## config.mk

```make
export PLATFORM = sky130hd
export DESIGN_NAME = cfg_lock_reg
export DESIGN_NICKNAME = d
export VERILOG_FILES = /design/src/rtl/cfg_lock_pkg.sv /design/src/rtl/cfg_lock_ctrl.sv /design/src/rtl/cfg_lock_data.sv /design/src/rtl/cfg_lock_reg.sv
export SDC_FILE = /design/constraint.sdc
export NUM_CORES = 1
export LEC_CHECK = 0
export ABC_AREA = 0
export BUFFER_PORTS_ARGS = -buffer_cell sky130_fd_sc_hd__buf_2
export CAP_MARGIN = 20
export CORE_ASPECT_RATIO = 0.6
export CORE_MARGIN = 2
export CORE_UTILIZATION = 48
export DETAILED_ROUTE_END_ITERATION = 6
export PLACE_DENSITY = 0.95
export SLEW_MARGIN = 40
export SYNTH_ARGS = -nofsm -noshare
export SYNTH_HDL_FRONTEND = slang
export SYNTH_SLANG_ARGS = --single-unit
```

## constraint.sdc

```tcl
create_clock -name clk -period 3.19 [get_ports clk]
set_input_delay 0.638 -clock clk [delete_from_list [all_inputs] [get_ports clk]]
set_output_delay 0.638 -clock clk [all_outputs]
set_load 0.02 [all_outputs]
```

## src/rtl/cfg_lock_pkg.sv

```systemverilog
package cfg_lock_pkg;
  localparam int CFG_W     = 32;
  localparam int BYTE_W    = 8;
  localparam int NUM_BYTES = CFG_W / BYTE_W;
  localparam int LOCK_W    = 2;

  localparam logic [CFG_W-1:0] RESET_VAL   = 32'h7F7F_FF38;
  localparam logic [CFG_W-1:0] IMPL_MASK   = 32'hFFFF_FFBF;
  localparam logic [CFG_W-1:0] CLKSEL_MASK = 32'h0000_0C00;

  localparam logic [LOCK_W-1:0] LOCK_OPEN   = 2'b00;
  localparam logic [LOCK_W-1:0] LOCK_CLKSEL = 2'b10;

  typedef struct packed {
    logic             loadTake;
    logic [CFG_W-1:0] wrMask;
  } strobe_t;
endpackage

```

## src/rtl/cfg_lock_ctrl.sv

```systemverilog
module cfg_lock_ctrl
  import cfg_lock_pkg::*;
(
  input  logic                 clk,
  input  logic                 rstN,
  input  logic                 bootLoad,
  input  logic                 bootFail,
  input  logic                 bootBlank,
  input  logic [LOCK_W-1:0]    lockCode,
  input  logic                 wrEn,
  input  logic [NUM_BYTES-1:0] wrByteEn,
  output strobe_t              strb,
  output logic                 wrError
);
  logic             loadDone;
  logic             firstLoad;
  logic             busActive;
  logic             denied;
  logic [CFG_W-1:0] byteMask;
  logic [CFG_W-1:0] allowMask;

  assign firstLoad = bootLoad && !loadDone;
  assign busActive = wrEn && !firstLoad;

  // Expand byte enables to a bit mask
  for (genvar b = 0; b < NUM_BYTES; b++) begin : g_byteMask
    assign byteMask[b*BYTE_W +: BYTE_W] = {BYTE_W{wrByteEn[b]}};
  end

  always_comb begin
    unique case (lockCode)
      LOCK_OPEN:   allowMask = IMPL_MASK;
      LOCK_CLKSEL: allowMask = CLKSEL_MASK;
      default:     allowMask = '0;
    endcase
  end

  assign denied        = busActive && |(byteMask & IMPL_MASK & ~allowMask);
  assign strb.loadTake = firstLoad && !bootFail && !bootBlank;
  assign strb.wrMask   = busActive ? (byteMask & allowMask) : '0;

  always_ff @(posedge clk or negedge rstN) begin
    if (!rstN) begin
      loadDone <= 1'b0;
      wrError  <= 1'b0;
    end else begin
      if (bootLoad) loadDone <= 1'b1;
      if (denied)   wrError  <= 1'b1;
    end
  end

  // once a load strobe has been seen, no further load is taken
  assert_load_once_R4: assert property (@(posedge clk) disable iff (!rstN)
    bootLoad |=> !strb.loadTake);

  // the load cycle carries no write strobe and raises no error
  assert_load_blocks_write_R5: assert property (@(posedge clk) disable iff (!rstN)
    (bootLoad && !loadDone && !wrError) |=> !wrError);

  // the error flag is sticky
  assert_err_sticky_R10: assert property (@(posedge clk) disable iff (!rstN)
    wrError |=> wrError);

  // fully locked codes never produce a write mask
  assert_locked_nowrite_R8: assert property (@(posedge clk) disable iff (!rstN)
    lockCode[0] |-> (strb.wrMask == '0));
endmodule

```

## src/rtl/cfg_lock_data.sv

```systemverilog
module cfg_lock_data
  import cfg_lock_pkg::*;
(
  input  logic             clk,
  input  logic             rstN,
  input  strobe_t          strb,
  input  logic [CFG_W-1:0] bootWord,
  input  logic [CFG_W-1:0] wrData,
  output logic [CFG_W-1:0] cfgValue
);
  logic [CFG_W-1:0] regQ;
  logic [CFG_W-1:0] regD;

  always_comb begin
    if (strb.loadTake) regD = bootWord;
    else               regD = (regQ & ~strb.wrMask) | (wrData & strb.wrMask);
  end

  always_ff @(posedge clk or negedge rstN) begin
    if (!rstN) regQ <= RESET_VAL;
    else       regQ <= regD & IMPL_MASK;
  end

  assign cfgValue = regQ;

  // unimplemented bits stay zero
  assert_unimpl_zero_R9: assert property (@(posedge clk) disable iff (!rstN)
    (regQ & ~IMPL_MASK) == '0);

  // a taken load lands the word in the next cycle
  assert_load_value_R2: assert property (@(posedge clk) disable iff (!rstN)
    strb.loadTake |=> regQ == ($past(bootWord) & IMPL_MASK));

  // without a load or write strobe the register holds
  assert_hold_R3: assert property (@(posedge clk) disable iff (!rstN)
    (!strb.loadTake && strb.wrMask == '0) |=> $stable(regQ));
endmodule

```

## src/rtl/cfg_lock_reg.sv

```systemverilog
module cfg_lock_reg
  import cfg_lock_pkg::*;
(
  input  logic                 clk,
  input  logic                 rstN,
  input  logic                 bootLoad,
  input  logic [CFG_W-1:0]     bootWord,
  input  logic                 bootFail,
  input  logic                 bootBlank,
  input  logic [LOCK_W-1:0]    lockCode,
  input  logic                 wrEn,
  input  logic [CFG_W-1:0]     wrData,
  input  logic [NUM_BYTES-1:0] wrByteEn,
  output logic [CFG_W-1:0]     cfgValue,
  output logic                 wrError
);
  strobe_t strb;

  cfg_lock_ctrl u_ctrl (
    .clk(clk), .rstN(rstN), .bootLoad(bootLoad), .bootFail(bootFail),
    .bootBlank(bootBlank), .lockCode(lockCode), .wrEn(wrEn),
    .wrByteEn(wrByteEn), .strb(strb), .wrError(wrError)
  );

  cfg_lock_data u_data (
    .clk(clk), .rstN(rstN), .strb(strb), .bootWord(bootWord),
    .wrData(wrData), .cfgValue(cfgValue)
  );

  // under the clock-select lock only bits 11:10 can move
  assert_clksel_only_R7: assert property (@(posedge clk) disable iff (!rstN)
    (lockCode == LOCK_CLKSEL && !bootLoad) |=>
      ((cfgValue ^ $past(cfgValue)) & ~CLKSEL_MASK) == '0);
endmodule

```

-- After elaboration in Yosys (flattened, before gate mapping)
Index checks and enable logic that the tools add are counted.
- equality and inequality tests: 1
- muxes and demuxes: 3
- bitwise logic cells: 7
- reduce and logical (&&, ||, !) cells: 11
- operators by type and width (cell ; count):
    32-bit AND ; 4
    32-bit 2-to-1 mux ; 2
    32-bit NOT ; 2
    32-bit one-hot mux with 2 select lines ; 1
    32-bit OR ; 1
    32-bit OR reduction ; 1
    1-bit logical AND ; 5
    1-bit logical NOT ; 4
    2-bit == test, second input constant ; 1
    2-bit logical NOT ; 1
- register bits: 33
- input bits: 76
- output and inout port bits: 33
- word-level logic and storage cells: 25

-- Logic depth before layout (Yosys ltp)
- word-level depth: 9
- gate-level depth with buffers: 5
- depth with buffers taken out: 3

-- Modules after synthesis
Synthesis repeated with hierarchy kept, for this count alone.
- cell total of the unflattened synthesis: 176
- area total of the unflattened synthesis: 1935.6 µm²
- by module, submodules not included (module ; instances ; cells each ; area each (µm²) ; sequential area each (µm²)):
    cfg_lock_data ; 1 ; 133 ; 1577.8 ; 807.0
    cfg_lock_ctrl ; 1 ; 43 ; 357.8 ; 50.0

-- Worst setup path before layout
OpenSTA, ideal clock, no wires.
- kind: input port to flip-flop
- from: in bootFail
- to: reg with a tool-made name
- setup time: 0.136 ns
- arrival time: 1.528 ns
- data required time: 3.054 ns
- setup slack: 1.526 ns
- cell stages on the path: 5
- path buffers: 2
- cells stage by stage: or4b_1 buf_2 buf_6 nand2_1 o211ai_1
- RTL lines (item ; line ; source):
    start: declaration ; cfg_lock_reg.sv:8 ; input logic bootFail,

==> results.py <==
metrics = {
    "cells_and_area": {
        "nets": 392,
        "drive_above_1_share_pct": 45.74,
        "area_growth_syn_to_layout_pct": 31.30,
        "diodes": 0,
        "finalInstanceArea_um2": 2530,
    },
    "drt": {
        "wl_per_cell_um": 15.06,
        "ant_nets": 0,
        "vias_per_cell": 5.651,
        "drt_iter0_markers": 148,
        "wl_mm": 5.482,
        "drtPass1Iterations": 7,
        "drcViolationCount": 9,
        "vias": 2057,
    },
    "synth": {
        "synth-main-ff-cell": "dfstp_2",
        "syn_nets": 300,
        "ys_seq_area_share_pct": 44.48,
        "synthCells": 224,
        "synth_edf_count": 0,
        "netlist_area_um2": 1927,
        "ys_seq_elements": 33,
        "yosys_warnings": 0,
        "synth.distinct_cells": 22,
        "avgSynthCellArea_um2": 8.602,
        "async_flop_share_pct": 100.0,
    },
    "timing": {
        "timing.hold.ws_ns": 0.4033,
        "rsz0062_at_grt": "false",
        "fin_crit_ns": 1.882,
        "max_slew_margin_pct": 52.57,
        "worstMarginPinSlew_ns": 0.7114,
        "max_freq_ghz": 0.5314,
        "finalSetupTns_ns": 0,
        "setup_viol": 0,
        "maxSlewViolCount": 0,
        "hold_viol": 0,
        "post-route-period-util_pct": 58.99,
        "skew_ns": 0.005238,
    },
    "global_routing": {
        "antenna_found_initial": 0,
        "overflow": 0,
        "grt_pass1_vias": 1846,
        "grt_pass1_wl_mm": 8.845,
        "grt_max_degree": 38,
        "grt_util_all_layers_pct": 25.36,
    },
    "cts": {
        "cts_sinks": 33,
        "cts_root_buffer": "clkbuf_8",
        "htree_levels": 2,
        "cts_tree": "built",
        "clkTransAtPathRegs_ns": 0.07,
        "post-cts-setup-buffers": 0,
        "cts_hold_buf": 0,
        "cts_buffer_depth": 2,
        "clkLatencyLatePin_ns": 0.28,
        "cts_made_buffers": 5,
        "cts_repair_resize_count": 0,
    },
    "pwr": {
        "p_seq_share_pct": 45.2,
        "p_comb_share_pct": 27.8,
        "swShare_pct": 31.88,
        "switchingPower_mw": 0.4089,
        "ir_worst_vdd_mv": 0.2292,
        "powerDensity_nw_per_um2": 507.0,
        "leakagePower_nw": 1.137,
        "p_clk_share_pct": 27.0,
        "power.internal_mw": 0.8738,
        "p_total_mw": 1.283,
    },
    "floorplan": {
        "die_x_um": 85.80,
        "start_util_pct": 51.18,
        "io-pin-count": 109,
        "num_rows": 17,
        "die_h_um": 53.08,
        "fp.dieArea_um2": 4554,
        "core_area_um2": 3765,
    },
    "placement": {
        "hpwl_mm": 3.794,
        "io_buffer_count": 105,
        "placedInstanceArea_um2": 2429,
        "gp_congestion": 0.8717,
    },
    "critical_path": {
        "path_max_fanout": 31,
        "end_kind": "register",
        "critPathKind": "register to register",
        "critPathLaunchType": "register",
        "cp.required_ns": 3.34,
        "worstPathArrival_ns": 2.03,
    },
    "hold_path": {
        "holdCritPathClass": "input port to async pin",
    },
    "status": {
        "status": "complete, but fails checks",
        "violations": "DRC",
    },
    "flow_run": {
        "drv_cap": 0,
    },
}
[through the flow]
| stage | util [%] | setup slack [ns] | instances |
|---|---|---|---|
| detailed placement | 64.51 | 1.025 | 356 |
| CTS | 67.20 | 1.321 | 364 |
| finish | 67.20 | 1.308 | 364 |
| floorplan | - | 1.526 | 224 |
| global placement | 64.51 | 0.9914 | 356 |
| global route | 67.20 | 1.257 | 364 |
[path summary, 6_finish.rpt]
| check | cells past startpoint | endpoint | from | slack [ns] |
|---|---|---|---|---|
| worst min register to register | 1 | u_ctrl.wrError | u_ctrl.wrError | 0.49 |
| worst max register to register | 3 | register | u_ctrl.loadDone | 1.31 |
| worst min-delay path | 1 | async pin | rstN | 0.40 |
| worst max-delay path | 3 | register | u_ctrl.loadDone | 1.31 |
| max in group asynchronous | 1 | async pin | rstN | 2.32 |
| min in group clk | 1 | u_ctrl.wrError | u_ctrl.wrError | 0.49 |
[worst max-delay path, stage by stage (launching register included)]
cell and delay [ns]:
dfrtp_1 0.43, or4b_2 1.04, nand2_1 0.18, o211ai_1 0.10
[area by class of cell]
cell class                 count  area [um^2]
fill                         311         1235
multi-input combinational    168        964.7
sequential                    33        857.1
timing repair buffer         108        548.0
clock buffer                   7        96.34
tap                           47        58.81
clock inverter                 1        5.005
[power by group through the flow]
stage | combinational, mW | sequential, mW | clock (mW)
2_1_floorplan | 0.108 | 0.681 | 0
3_3_place_gp | 0.350 | 0.581 | 0
3_5_place_dp | 0.359 | 0.583 | 0
4_1_cts | 0.359 | 0.579 | 0.351
5_1_grt | 0.387 | 0.589 | 0.376
6_report | 0.357 | 0.580 | 0.346
[per-layer routing]
layer	GRT usage (%)	wire length, um	vias up
li1	-	-	977
met1	36.50	2622	961
met2	38.02	2322	114
met3	5.148	501	5
met4	8.995	36	0
met5	0	0	-
[cell usage after synthesis, types with 3 or more instances]
master / count / share of area (%)
dfstp_2: 25 / 34
buf_6: 3 / 1.8
and4_1: 4 / 1.8
nand4_1: 31 / 10
and2_1: 29 / 9.4
dfrtp_1: 8 / 10
o211ai_1: 31 / 12
buf_2: 3 / 0.78
clkbuf_1: 16 / 3.1
nand2_1: 62 / 12
[kinds of logic after synthesis]
group	share of synthesized area (%)
other	0.1946
DFF	44.48
AOI/OAI and AO/OA	12.47
buffers and inverters	6.039
and+or+nand+nor	36.82
[cell usage in the layout (no fill, tap or decap)]
cell type	count
and2_1	29
and3_1	1
and4_1	4
buf_2	105
buf_4	3
clkbuf_8	7
clkinv_2	1
conb_1	1
dfrtp_1	8
dfstp_2	25
nand2_1	62
nand2b_1	1
nand3_1	1
nand4_1	31
nor2_2	1
nor2b_1	1
nor4b_4	1
o211ai_1	31
o21bai_1	1
or2_2	1
or4_1	1
or4b_2	1
Note: power is estimated with default switching activity, not from simulation.
